`config.mk`:
```
export PLATFORM = sky130hd
export DESIGN_NAME = rtc_sec_core
export DESIGN_NICKNAME = d
export VERILOG_FILES = /design/src/rtl/rtc_sec_pkg.sv /design/src/rtl/rtc_tick_div.sv /design/src/rtl/rtc_sec_counter.sv /design/src/rtl/rtc_csr.sv /design/src/rtl/rtc_sec_core.sv
export SDC_FILE = /design/constraint.sdc
export NUM_CORES = 1
export LEC_CHECK = 0
export ABC_AREA = 1
export ABC_CLOCK_PERIOD_IN_PS = 4700
export BUFFER_PORTS_ARGS = -buffer_cell sky130_fd_sc_hd__buf_2
export CORE_MARGIN = 1.5
export CORE_UTILIZATION = 55
export DETAILED_ROUTE_END_ITERATION = 16
export PLACE_DENSITY = 0.79
export SLEW_MARGIN = 15
export SYNTH_ARGS = -nofsm -noshare
export SYNTH_HDL_FRONTEND = slang
export SYNTH_SLANG_ARGS = --single-unit
export TNS_END_PERCENT = 1
```
`constraint.sdc`:
```
create_clock -name clk -period 4.7 [get_ports clk]
set_input_delay 0.235 -clock clk [delete_from_list [all_inputs] [get_ports clk]]
set_output_delay 0.235 -clock clk [all_outputs]
set_load 0.05 [all_outputs]
```
`src/rtl/rtc_sec_pkg.sv`:
```
`timescale 1ns/100ps
package rtc_sec_pkg;

    localparam int DATA_W = 32;
    localparam int ADDR_W = 5;

    // word index decoded from bus_addr[4:2]
    typedef enum logic [2:0] {
        REG_COUNT = 3'd0,
        REG_MATCH = 3'd1,
        REG_LOAD  = 3'd2,
        REG_CTRL  = 3'd3,
        REG_MSTAT = 3'd4,
        REG_RSTAT = 3'd5,
        REG_ACK   = 3'd6,
        REG_VER   = 3'd7
    } reg_sel_e;

    // control word, bit 3 down to bit 0
    typedef struct packed {
        logic wrap;
        logic run;
        logic mask;
        logic ie;
    } ctrl_t;

    localparam int CTRL_W = $bits(ctrl_t);

    function automatic ctrl_t ctrl_unpack(input logic [DATA_W-1:0] w);
        return ctrl_t'(w[CTRL_W-1:0]);
    endfunction

    function automatic logic [DATA_W-1:0] ctrl_pack(input ctrl_t c);
        return {{(DATA_W-CTRL_W){1'b0}}, c};
    endfunction

    function automatic logic irq_gate(input logic raw, input ctrl_t c);
        return raw & c.ie & ~c.mask;
    endfunction

endpackage

```
`src/rtl/rtc_tick_div.sv`:
```
`timescale 1ns/100ps
module rtc_tick_div #(
    parameter int unsigned TICKS_PER_SEC = 16
) (
    input  logic clk,
    input  logic rst,
    input  logic run,
    output logic tick
);
    localparam int DIV_W = (TICKS_PER_SEC > 1) ? $clog2(TICKS_PER_SEC) : 1;

    generate
        if (TICKS_PER_SEC <= 1) begin : g_pass
            assign tick = run;
        end else begin : g_div
            localparam logic [DIV_W-1:0] LAST = DIV_W'(TICKS_PER_SEC - 1);
            logic [DIV_W-1:0] phase;

            always_ff @(posedge clk) begin
                if (rst || !run) begin
                    phase <= '0;
                end else if (phase == LAST) begin
                    phase <= '0;
                end else begin
                    phase <= phase + DIV_W'(1);
                end
            end

            assign tick = run && (phase == LAST);
        end
    endgenerate
endmodule

```
`src/rtl/rtc_sec_counter.sv`:
```
`timescale 1ns/100ps
module rtc_sec_counter #(
    parameter int CNT_W = 32
) (
    input  logic             clk,
    input  logic             rst,
    input  logic             tick,
    input  logic             wrap_en,
    input  logic             load_stb,
    input  logic [CNT_W-1:0] load_val,
    input  logic [CNT_W-1:0] match_val,
    output logic [CNT_W-1:0] count,
    output logic             load_pending,
    output logic             alarm_hit
);
    localparam logic [CNT_W-1:0] TOP = '1;

    logic [CNT_W-1:0] next_cnt;

    always_comb begin
        if (load_pending) begin
            next_cnt = load_val;
        end else if (count == TOP) begin
            next_cnt = wrap_en ? '0 : TOP;
        end else begin
            next_cnt = count + CNT_W'(1);
        end
    end

    assign alarm_hit = tick && (next_cnt == match_val);

    always_ff @(posedge clk) begin
        if (rst) begin
            count        <= '0;
            load_pending <= 1'b0;
        end else begin
            if (tick) begin
                count <= next_cnt;
            end
            if (load_stb) begin
                load_pending <= 1'b1;
            end else if (tick) begin
                load_pending <= 1'b0;
            end
        end
    end
endmodule

```
`src/rtl/rtc_csr.sv`:
```
`timescale 1ns/100ps
module rtc_csr
    import rtc_sec_pkg::*;
#(
    parameter int          CNT_W   = 32,
    parameter logic [31:0] VERSION = 32'h0001_0002
) (
    input  logic              clk,
    input  logic              rst,
    input  logic              bus_en,
    input  logic              bus_we,
    input  logic [ADDR_W-1:0] bus_addr,
    input  logic [DATA_W-1:0] bus_wdata,
    output logic [DATA_W-1:0] bus_rdata,
    input  logic [CNT_W-1:0]  count,
    input  logic              alarm_hit,
    output ctrl_t             ctrl,
    output logic [CNT_W-1:0]  match_val,
    output logic [CNT_W-1:0]  load_val,
    output logic              load_stb,
    output logic              raw_alarm,
    output logic              irq,
    output logic              ack_rd
);
    reg_sel_e sel;
    logic     wr;
    logic     rd;
    logic     unused_addr_lsb;

    assign sel             = reg_sel_e'(bus_addr[4:2]);
    assign unused_addr_lsb = ^bus_addr[1:0];
    assign wr              = bus_en &  bus_we;
    assign rd              = bus_en & ~bus_we;
    assign load_stb        = wr && (sel == REG_LOAD);
    assign ack_rd          = rd && (sel == REG_ACK);
    assign irq             = irq_gate(raw_alarm, ctrl);

    always_ff @(posedge clk) begin
        if (rst) begin
            ctrl      <= '0;
            match_val <= '0;
            load_val  <= '0;
            raw_alarm <= 1'b0;
        end else begin
            if (wr) begin
                case (sel)
                    REG_MATCH: match_val <= bus_wdata[CNT_W-1:0];
                    REG_LOAD:  load_val  <= bus_wdata[CNT_W-1:0];
                    REG_CTRL:  ctrl      <= ctrl_unpack(bus_wdata);
                    default:   ;
                endcase
            end
            if (alarm_hit) begin
                raw_alarm <= 1'b1;
            end else if (ack_rd) begin
                raw_alarm <= 1'b0;
            end
        end
    end

    always_comb begin
        case (sel)
            REG_COUNT: bus_rdata = DATA_W'(count);
            REG_MATCH: bus_rdata = DATA_W'(match_val);
            REG_LOAD:  bus_rdata = DATA_W'(load_val);
            REG_CTRL:  bus_rdata = ctrl_pack(ctrl);
            REG_MSTAT: bus_rdata = DATA_W'(irq);
            REG_RSTAT: bus_rdata = DATA_W'(raw_alarm);
            REG_VER:   bus_rdata = VERSION;
            default:   bus_rdata = '0;
        endcase
    end
endmodule

```
`src/rtl/rtc_sec_core.sv`:
```
`timescale 1ns/100ps
module rtc_sec_core
    import rtc_sec_pkg::*;
#(
    parameter int          CNT_W         = 32,
    parameter int unsigned TICKS_PER_SEC = 16,
    parameter logic [31:0] VERSION       = 32'h0001_0002
) (
    input  logic              clk,
    input  logic              rst,
    input  logic              bus_en,
    input  logic              bus_we,
    input  logic [ADDR_W-1:0] bus_addr,
    input  logic [DATA_W-1:0] bus_wdata,
    output logic [DATA_W-1:0] bus_rdata,
    output logic              irq_o
);
    ctrl_t            ctrl;
    logic             tick;
    logic [CNT_W-1:0] count;
    logic [CNT_W-1:0] match_val;
    logic [CNT_W-1:0] load_val;
    logic             load_stb;
    logic             load_pending;
    logic             alarm_hit;
    logic             raw_alarm;
    logic             ack_rd;

    rtc_tick_div #(.TICKS_PER_SEC(TICKS_PER_SEC)) u_div (
        .clk  (clk),
        .rst  (rst),
        .run  (ctrl.run),
        .tick (tick)
    );

    rtc_sec_counter #(.CNT_W(CNT_W)) u_cnt (
        .clk          (clk),
        .rst          (rst),
        .tick         (tick),
        .wrap_en      (ctrl.wrap),
        .load_stb     (load_stb),
        .load_val     (load_val),
        .match_val    (match_val),
        .count        (count),
        .load_pending (load_pending),
        .alarm_hit    (alarm_hit)
    );

    rtc_csr #(.CNT_W(CNT_W), .VERSION(VERSION)) u_csr (
        .clk       (clk),
        .rst       (rst),
        .bus_en    (bus_en),
        .bus_we    (bus_we),
        .bus_addr  (bus_addr),
        .bus_wdata (bus_wdata),
        .bus_rdata (bus_rdata),
        .count     (count),
        .alarm_hit (alarm_hit),
        .ctrl      (ctrl),
        .match_val (match_val),
        .load_val  (load_val),
        .load_stb  (load_stb),
        .raw_alarm (raw_alarm),
        .irq       (irq_o),
        .ack_rd    (ack_rd)
    );
endmodule

```
==> results of run 1 <==
## metrics by stage
step / setup slack (ns) / std cells / cell area [sq um]
2_1_floorplan: 2.49 / 1070 / 6480
3_3_place_gp: 1.87 / 1243 / 6880
3_5_place_dp: 1.83 / 1243 / 6880
4_1_cts: 1.81 / 1259 / 7190
5_1_grt: 1.47 / 1259 / 7190
6_report: 1.79 / 1259 / 7190
## layout by cell type (no fill, tap or decap), drive strengths merged, types with 3 or more instances in the layout
master	synthesis	final
o22ai	3	3
xor2	5	5
o211ai	12	12
nand4	5	5
inv	141	143
nand3	107	107
nor2	121	121
o221ai	27	27
a21oi	73	73
dfxtp	106	106
clkbuf	43	10
clkinv	5	8
o21ai	102	102
buf	7	80
nand2	300	300
## synth_stat cells (3+ instances only)
library cell / n / area, sq um
nand2_1: 293 / 1100
inv_1: 139 / 522
nor2_1: 115 / 432
dfxtp_1: 106 / 2120
nand3_1: 106 / 531
o21ai_0: 101 / 505
a21oi_1: 73 / 365
clkbuf_1: 43 / 161
o221ai_1: 27 / 236
o211ai_1: 12 / 90.1
nand2_2: 6 / 37.5
clkinv_1: 5 / 18.8
xor2_1: 5 / 43.8
nand4_1: 4 / 25.0
nor2_2: 3 / 18.8
o22ai_1: 3 / 18.8
## routing by layer
layer  vias up  part of all wire [%]  GRT usage, %
met1      3170                    46          44.5
met3        37                   7.8          6.21
met2       259                    44          49.4
li1       3563                     -             -
met4         0                   2.1          10.1
met5         -                     0             0
## final timing paths
check | startpoint | to | slack, ns
worst min-delay path | bus_wdata[5] | u_csr.load_val[5] | 0.11
worst min register to register | u_div.g_div.phase[0] | u_div.g_div.phase[0] | 0.45
worst max register to register | u_cnt.count[0] | u_csr.raw_alarm | 1.79
worst max-delay path | u_cnt.count[0] | u_csr.raw_alarm | 1.79
## where the power goes
part,switching [mW],internal (mW)
clock network,0.366,0.434
registers,0.00867,0.910
logic,0.0926,0.0375
total,0.467,1.38
## cells by family after synthesis
family                     count (synthesis)
and+or+nand+nor                          537
xor gates and xnor gates                   7
buffers and inverters                    196
DFF                                      106
AOI/OAI and AO/OA                        222
adders and majority gates                  2
## critical path, delay by kind of cell (launching register included)
kind            cells  cell delay, ns
simple gates       13            2.03
compound gates      1            0.13
fa+ha+maj           1            0.24
flops               1            0.42
## registers in the layout, summed over array words and instances, names as in the netlist
signal              count
u_csr.load_val         32
u_csr.ctrl              4
u_cnt.count            32
u_csr.match_val        32
u_div.g_div.phase       4
u_cnt.load_pending      1
u_csr.raw_alarm         1
## final cells by class
type                    instances  area [sq um]  area share (%)
clock buffers                  10           239            3.32
multi-input cells             768          3610            50.2
clock inverters                 6          70.1           0.975
repair buffers                 80           423            5.88
well taps                     143           179            2.49
inverters                     146           548            7.62
flip-flops and latches        106          2120            29.5
==> results.toml, run 1 <==
[global_routing]
gr-usage-all-layers_pct = 31.8
grt_pass1_wl_mm = 31.9
grt_pass1_vias = 6394
antenna_found_initial = 0
overflow = 0
grt_max_degree = 80

[yosys]
async_flop_share_pct = 0
synth_xor_area_share_pct = 0.946
synth_fa_ha_area_share_pct = 0.386
synth_top_family_by_area = "simple AND/OR/NAND/NOR gates"
yosys.area_share.simple_pct = 34.7
synthMuxAreaShare_pct = 0
netlist_area_sq_mm = 0.00648
synth-main-ff-cell = "dfxtp_1"
syn_avg_cell_area_sq_um = 6.06
syn-num-nets = 1113
synth_seq_cells = 106
synthCells = 1070
yosysSeqAreaShare_pct = 32.7
synth_compound_area_share_pct = 19.5
synth_cell_type_count = 36
synth-edff-count = 0
ys_warn_count = 0

[clock_network]
cts_tree = "built"
postCtsHoldBufs = 0
clockRootBuffer = "clkbuf_16"
clk_pin_slew_ns = 0.07
post_cts_resized = 0
htreeDepth = 3
cts_setup_buffers = 0
cts_num_sinks = 106
max-clock-path-buffers = 2
insertion_delay_ns = 0.36
cts_buffers = 9

[route]
dr_total_vias = 7029
first_pass_iters = 5
viasPerCell = 5.58
drtIter0Drc = 564
wl_per_cell_um = 15.2
route.detailed.drc = 0
wl_mm = 19.1
antenna_left = 0

[floorplan]
coreArea_sq_mm = 0.0115
num_io_pins = 74
die_w_um = 112
design.die.area_sq_mm = 0.0124
start_util_pct = 56.5
fp-row-count = 39
die_h_um = 112

[power]
ir_drop_v = 0.000293
p_leak_nw = 3.33
powerDensity_mw_per_mm2 = 257
total_power_mw = 1.85

[timing]
grt_setup_unrepaired = "false"
slew_headroom_pct = 23.0
worst_pin_slew_ns = 1.15
final.setup.tns_ns = 0
hold_ws_ns = 0.106
finalClockSkew_ns = 0.00611
hold_violations = 0
finalSetupViolCount = 0
max_freq_mhz = 344
finalCritPeriodShare_pct = 61.8
drv_slew = 0
fin_crit_ns = 2.91

[hold_path]
hold_depth = 3
hp-class = "in2reg"

[worst_setup_path]
worstPathRequired_ns = 4.99
crit_top_cell = "nand3_1"
crit_type = "reg2reg"
max_stage_delay_ns = 0.47
crit_chain = "ha_1 > nand2_1 > nor2_4 > nand2_4 > nor2_8 > nand3_1 > nand3_1 > nand2_2 > nand3_1 > nand2_1 > nor2_1 > nand3_1 > nor2_1 > nand3_1 > a21oi_1"
crit_fanout = 14
crit_path_top_delay_cell = "nand3_1"
start_kind = "register"
r2r_cells = 15
setup.worst_path.end_class = "register"
cp_data_arrival_time_ns = 3.20

[placed_design]
dp.final_hpwl_mm = 13.3
io_buffer_count = 71
gp_congestion = 0.937

[final_layout]
antenna_cells = 0
utilization_pct = 62.7
fill_cells = 1086
finalNetCount = 1154
drive_gt1_share_pct = 10.3
syn_to_final_growth_pct = 10.9

[run]
cap_violations = 0

[outcome]
status = "completed"
No activity file was read; power rests on OpenSTA's default activity.
==> inputs of run 2 (changes only) <==
Settings changed: ABC_CLOCK_PERIOD_IN_PS 4700 to 2500, CORE_UTILIZATION 55 to 54, PLACE_DENSITY 0.79 to 0.81.
Clock period 4.7 ns to 2.5 ns, I/O delays scaled along.
==> run 2 against run 1 <==
Hold slack lost 0.11 ns; critical path depth grew 2; combinational power grew 100%; global-route usage grew 1.3 points; sequential cell count is the same; die area grew 1.8%; non-clock buffer count grew 45; largest power group unchanged; highest routed layer unchanged.
==> results.toml, run 2 (synthesized netlist as in run 1, its figures left out) <==
[worst_setup_path]
max_stage_delay_ns = 0.39
cp_data_arrival_time_ns = 2.65
r2r_end = "u_csr.raw_alarm"
worstPathRequired_ns = 2.79
crit_path_top_delay_cell = "dfxtp_1"
crit_type = "reg2reg"
r2r_cells = 17
start_kind = "register"
regToRegSetupSlack_ns = 0.14
crit_top_cell = "nand2_1"
crit-reg2reg-launch = "u_cnt.count[9]"
crit_fanout = 11
crit_chain = "nand2_1 > nor2_2 > nand2_2 > nor2_8 > nand2_4 > buf_4 > nand2_1 > nand3_1 > nand3_1 > nand2_1 > inv_1 > nand2_1 > nor2_1 > nand2_1 > nor2_1 > nand3_1 > a21oi_1"
setup.worst_path.end_class = "register"

[floorplan]
coreArea_sq_mm = 0.0116
fp-row-count = 39
design.die.area_sq_mm = 0.0127
die_w_um = 113
die_h_um = 113
num_io_pins = 74
start_util_pct = 56.1

[timing]
hold_ws_ns = 0.00101
finalSetupViolCount = 0
fin_crit_ns = 2.36
worst_pin_slew_ns = 0.652
max_freq_mhz = 423
slew_headroom_pct = 56.5
drv_slew = 0
finalCritPeriodShare_pct = 94.5
finalClockSkew_ns = 0.00844
hold_violations = 0

[global_routing]
grt_pass1_vias = 6868
grt_pass1_wl_mm = 33.4
overflow = 0
antenna_found_initial = 0
grt_max_degree = 80
gr-usage-all-layers_pct = 33.0

[placed_design]
placed_cells = 1283
gp_congestion = 0.952
io_buffer_count = 71
dp.final_hpwl_mm = 14.2

[final_layout]
top_regs = "u_cnt.count: 32 flops, u_csr.load_val: 32 flops, u_csr.match_val: 32 flops"
antenna_cells = 0
utilization_pct = 65.8
fin_cells = 1304
most-common-layout-cells = "nand2_1 (290), inv_1 (138), nor2_1 (108)"
syn_to_final_growth_pct = 17.4
final_common_cell = "nand2_1"
finalNetCount = 1199
drive_gt1_share_pct = 14.6

[clock_network]
clk_pin_slew_ns = 0.07
cts_tree = "built"
htreeDepth = 3
cts_buffers = 9
insertion_delay_ns = 0.36
clockRootBuffer = "clkbuf_16"
max-clock-path-buffers = 2
cts_num_sinks = 106

[hold_path]
hold_end = "u_csr.load_val[5]"
hp-class = "in2reg"
hold_depth = 3
hp-start = "bus_wdata[5]"

[outcome]
status = "completed"

[run]
cap_violations = 0

[route]
wl_per_cell_um = 15.7
route.detailed.drc = 0
dr_total_vias = 7403
first_pass_iters = 7
antenna_left = 0
viasPerCell = 5.68
drtIter0Drc = 652
wl_mm = 20.4

[power]
total_power_mw = 3.45
ir_drop_v = 0.000508
p_leak_nw = 3.59
powerDensity_mw_per_mm2 = 453
==> run 2: changes by cell type in the layout (fill, tap and decap cells not counted), moves of 3 or more <==
cell / change
buf_4: +41
nor2_1: -6
nor2_2: +4
clkbuf_8: +3
nand2_1: -3
==> run 2: worst max path at each step <==
| stage | startpoint | end | slack [ns] |
|---|---|---|---|
| 2_1_floorplan | u_cnt.count[0] | u_csr.raw_alarm | 0.36 |
| 3_3_place_gp | u_cnt.count[0] | u_csr.raw_alarm | 0.14 |
| 3_5_place_dp | u_cnt.count[0] | u_csr.raw_alarm | 0.10 |
| 4_1_cts | u_cnt.count[0] | u_csr.raw_alarm | 0.05 |
| 5_1_grt | u_cnt.count[1] | u_csr.raw_alarm | -0.002 |
| 6_report | u_cnt.count[9] | u_csr.raw_alarm | 0.14 |
==> run 2: layout make-up <==
cell class | count | area, sq um
Fill cell | 1060 | 3960
Multi-Input combinational cell | 768 | 3660
Sequential cell | 106 | 2120
Timing Repair Buffer | 125 | 791
Inverter | 146 | 553
Clock buffer | 14 | 284
Tap cell | 143 | 179
Clock inverter | 2 | 17.5
==> run 2: where the power goes <==
| group | switching (mW) | internal (mW) |
|---|---|---|
| clock network | 0.664 | 0.793 |
| logic | 0.181 | 0.0790 |
| registers | 0.0165 | 1.71 |
| total | 0.862 | 2.58 |
==> run 2: critical path: cells and delay by family (launching register included) <==
kind | cells | cell delay, ns
AOI/OAI and AO/OA | 1 | 0.13
buffers and inverters | 2 | 0.25
DFF | 1 | 0.39
and+or+nand+nor | 14 | 1.51
==> run 2: through the flow <==
| step | setup TNS (ns) | cell area (sq um) | setup WS, ns |
|---|---|---|---|
| floorplan | 0 | 6480 | 0.357 |
| global placement | 0 | 7200 | 0.145 |
| detailed placement | 0 | 7200 | 0.101 |
| CTS | 0 | 7530 | 0.0533 |
| global route | -0.00240 | 7610 | -0.00240 |
| finish | 0 | 7610 | 0.137 |
==> run 2: routing by layer <==
layer	up-vias	track usage, %	routed length [um]
met5	-	0	0
met4	0	10.7	528
met3	47	8.42	2220
met2	344	51.7	8930
met1	3362	44.6	8750
li1	3650	-	-
==> run 2: timing repair <==
| action | CTS | global route |
|---|---|---|
| hold buffers | 2 | 0 |
| gates resized for setup | 0 | 22 |
| hold endpoints to repair | 2 | 0 |
| setup endpoints to repair | 0 | 1 |
| buffers inserted | 0 | 3 |
==> inputs of run 3 (changes only) <==
Settings changed: BUFFER_PORTS_ARGS -buffer_cell sky130_fd_sc_hd__buf_2 to -buffer_cell sky130_fd_sc_hd__buf_4.
==> run 3 against run 2 <==
Cell count is 0.38% higher; via count is 1.5% lower; worst setup slack better by 0.0044 ns; highest routed layer unchanged.
==> results.toml, run 3 (synthesized netlist as in run 1, its figures left out) <==
[outcome]
status = "completed"

[route]
dr_total_vias = 7291
route.detailed.drc = 0
first_pass_iters = 6
wl_mm = 19.8
wl_per_cell_um = 15.2
antenna_left = 0
viasPerCell = 5.57
drtIter0Drc = 712

[placed_design]
dp.final_hpwl_mm = 14.1
place_ws_ns = 0.0472
placed_area_sq_mm = 0.00731
gp_congestion = 0.931
io_buffer_count = 71

[final_layout]
most-common-layout-cells = "nand2_1 (293), inv_1 (138), buf_4 (113)"
antenna_cells = 0
top_regs = "u_cnt.count: 32 flops, u_csr.load_val: 32 flops, u_csr.match_val: 32 flops"
drive_gt1_share_pct = 14.3
final_area_sq_mm = 0.00785
syn_to_final_growth_pct = 21.1
finalNetCount = 1204
fill_cells = 1041
final_common_cell = "nand2_1"
utilization_pct = 67.9

[timing]
setup_ws_ns = 0.142
fin_crit_ns = 2.36
finalSetupViolCount = 0
slew_headroom_pct = 55.4
finalClockSkew_ns = 0.0113
hold_violations = 0
finalCritPeriodShare_pct = 94.3
final.setup.tns_ns = 0
drv_slew = 0
max_freq_mhz = 424
worst_pin_slew_ns = 0.669

[global_routing]
overflow = 0
grt_max_degree = 80
gr-usage-all-layers_pct = 32.5
grt_pass1_wl_mm = 32.9
antenna_found_initial = 0
grt_pass1_vias = 6837

[clock_network]
clk_pin_slew_ns = 0.08
insertion_delay_ns = 0.37
htreeDepth = 3
cts_num_sinks = 106
max-clock-path-buffers = 2
clockRootBuffer = "clkbuf_16"
cts_tree = "built"
cts_buffers = 9

[power]
p_sw_share_pct = 26.1
p_leak_nw = 3.61
power.switching_mw = 0.888
powerDensity_mw_per_mm2 = 432
p_seq_share_pct = 50.9
p_comb_share_pct = 8.6
intPower_mw = 2.51
clock_power_share_pct = 40.5
ir_drop_v = 0.000455

[worst_setup_path]
worstPathRequired_ns = 2.80
critPathTopFamily = "simple AND/OR/NAND/NOR gates"
max_stage_delay_ns = 0.36
crit_buf_inv = 1
crit_fanout = 23
crit_type = "reg2reg"
crit_top_cell = "nand2_1"
crit_path_top_delay_cell = "dfxtp_2"
crit_chain = "ha_4 > nand2_1 > nor2_4 > nand2_4 > nor2_8 > nand4_4 > nand2_1 > inv_6 > nand2_1 > nand2_1 > nand2_1 > nand2_1 > nor2_1 > nand3_1 > nor2_1 > nand3_1 > a21oi_1"
setup.worst_path.end_class = "register"
cp_data_arrival_time_ns = 2.66
start_kind = "register"

[floorplan]
coreArea_sq_mm = 0.0116
design.die.area_sq_mm = 0.0127
start_util_pct = 56.1
die_w_um = 113
num_io_pins = 74
die_h_um = 113
fp-row-count = 39

[run]
cap_violations = 0

[hold_path]
hp-class = "in2reg"
[run 3: cell count changes in the layout (fill, tap and decap cells not counted), moves of 3 or more]
cell and delta:
buf_2 -71, nand2_1 +3, dfxtp_1 -4, dfxtp_2 +4, clkbuf_8 -4, dlygate4sd3_1 +14, buf_4 +63, nand2_2 -3
[run 3: power by group through the flow]
| stage | logic (mW) | clock network (mW) | registers [mW] |
|---|---|---|---|
| 3_5_place_dp | 0.262 | 0 | 1.77 |
| 4_1_cts | 0.283 | 1.39 | 1.73 |
| 3_3_place_gp | 0.259 | 0 | 1.77 |
| 5_1_grt | 0.317 | 1.45 | 1.73 |
| 6_report | 0.290 | 1.38 | 1.73 |
| 2_1_floorplan | 0.150 | 0 | 1.76 |
[run 3: tightest hold or removal path, cell delays in order]
cell	delay, ns
buf_4	0.08
nor2_1	0.04
nor2_1	0.09
[run 3: metrics by stage]
stage | hold slack (ns) | instances | total power [mW]
2_1_floorplan | 0.260 | 1070 | 1.91
3_3_place_gp | 0.356 | 1275 | 2.03
3_5_place_dp | 0.361 | 1275 | 2.03
4_1_cts | 0.00309 | 1307 | 3.40
5_1_grt | 0.0291 | 1309 | 3.50
6_report | 0.00580 | 1309 | 3.40
[run 3: worst paths after layout]
kind / from / endpoint / slack (ns) / cells after the start
setup / recovery: u_cnt.count[0] / u_csr.raw_alarm / 0.14 / 17
hold / removal: bus_wdata[22] / u_csr.load_val[22] / 0.006 / 3
setup reg to reg: u_cnt.count[0] / u_csr.raw_alarm / 0.14 / 17
hold reg to reg: u_div.g_div.phase[0] / u_div.g_div.phase[0] / 0.46 / 1
[run 3: per-layer routing]
| metal | wire [um] | up-vias | part of all wire, % | GRT usage, % |
|---|---|---|---|---|
| met5 | 0 | - | 0 | 0 |
| met4 | 435 | 0 | 2.2 | 9.45 |
| met3 | 1800 | 35 | 9.1 | 7.13 |
| met2 | 8710 | 336 | 44 | 49.8 |
| met1 | 8910 | 3266 | 45 | 46.0 |
| li1 | - | 3654 | - | - |
[run 3: layout make-up]
cell class	instances	area (sq um)	area share (%)
Clock buffer	10	229	2.92
Clock inverter	6	48.8	0.621
Inverter	146	553	7.04
Multi-Input combinational cell	768	3690	46.9
Sequential cell	106	2130	27.1
Tap cell	143	179	2.28
Timing Repair Buffer	130	1030	13.1
[run 3: repair_timing]
item                       4_1_cts  5_1_grt
resized for setup                0       30
setup buffers                    0        2
hold buffers                    16        0
hold endpoints to repair        16        0
setup endpoints to repair        0        1
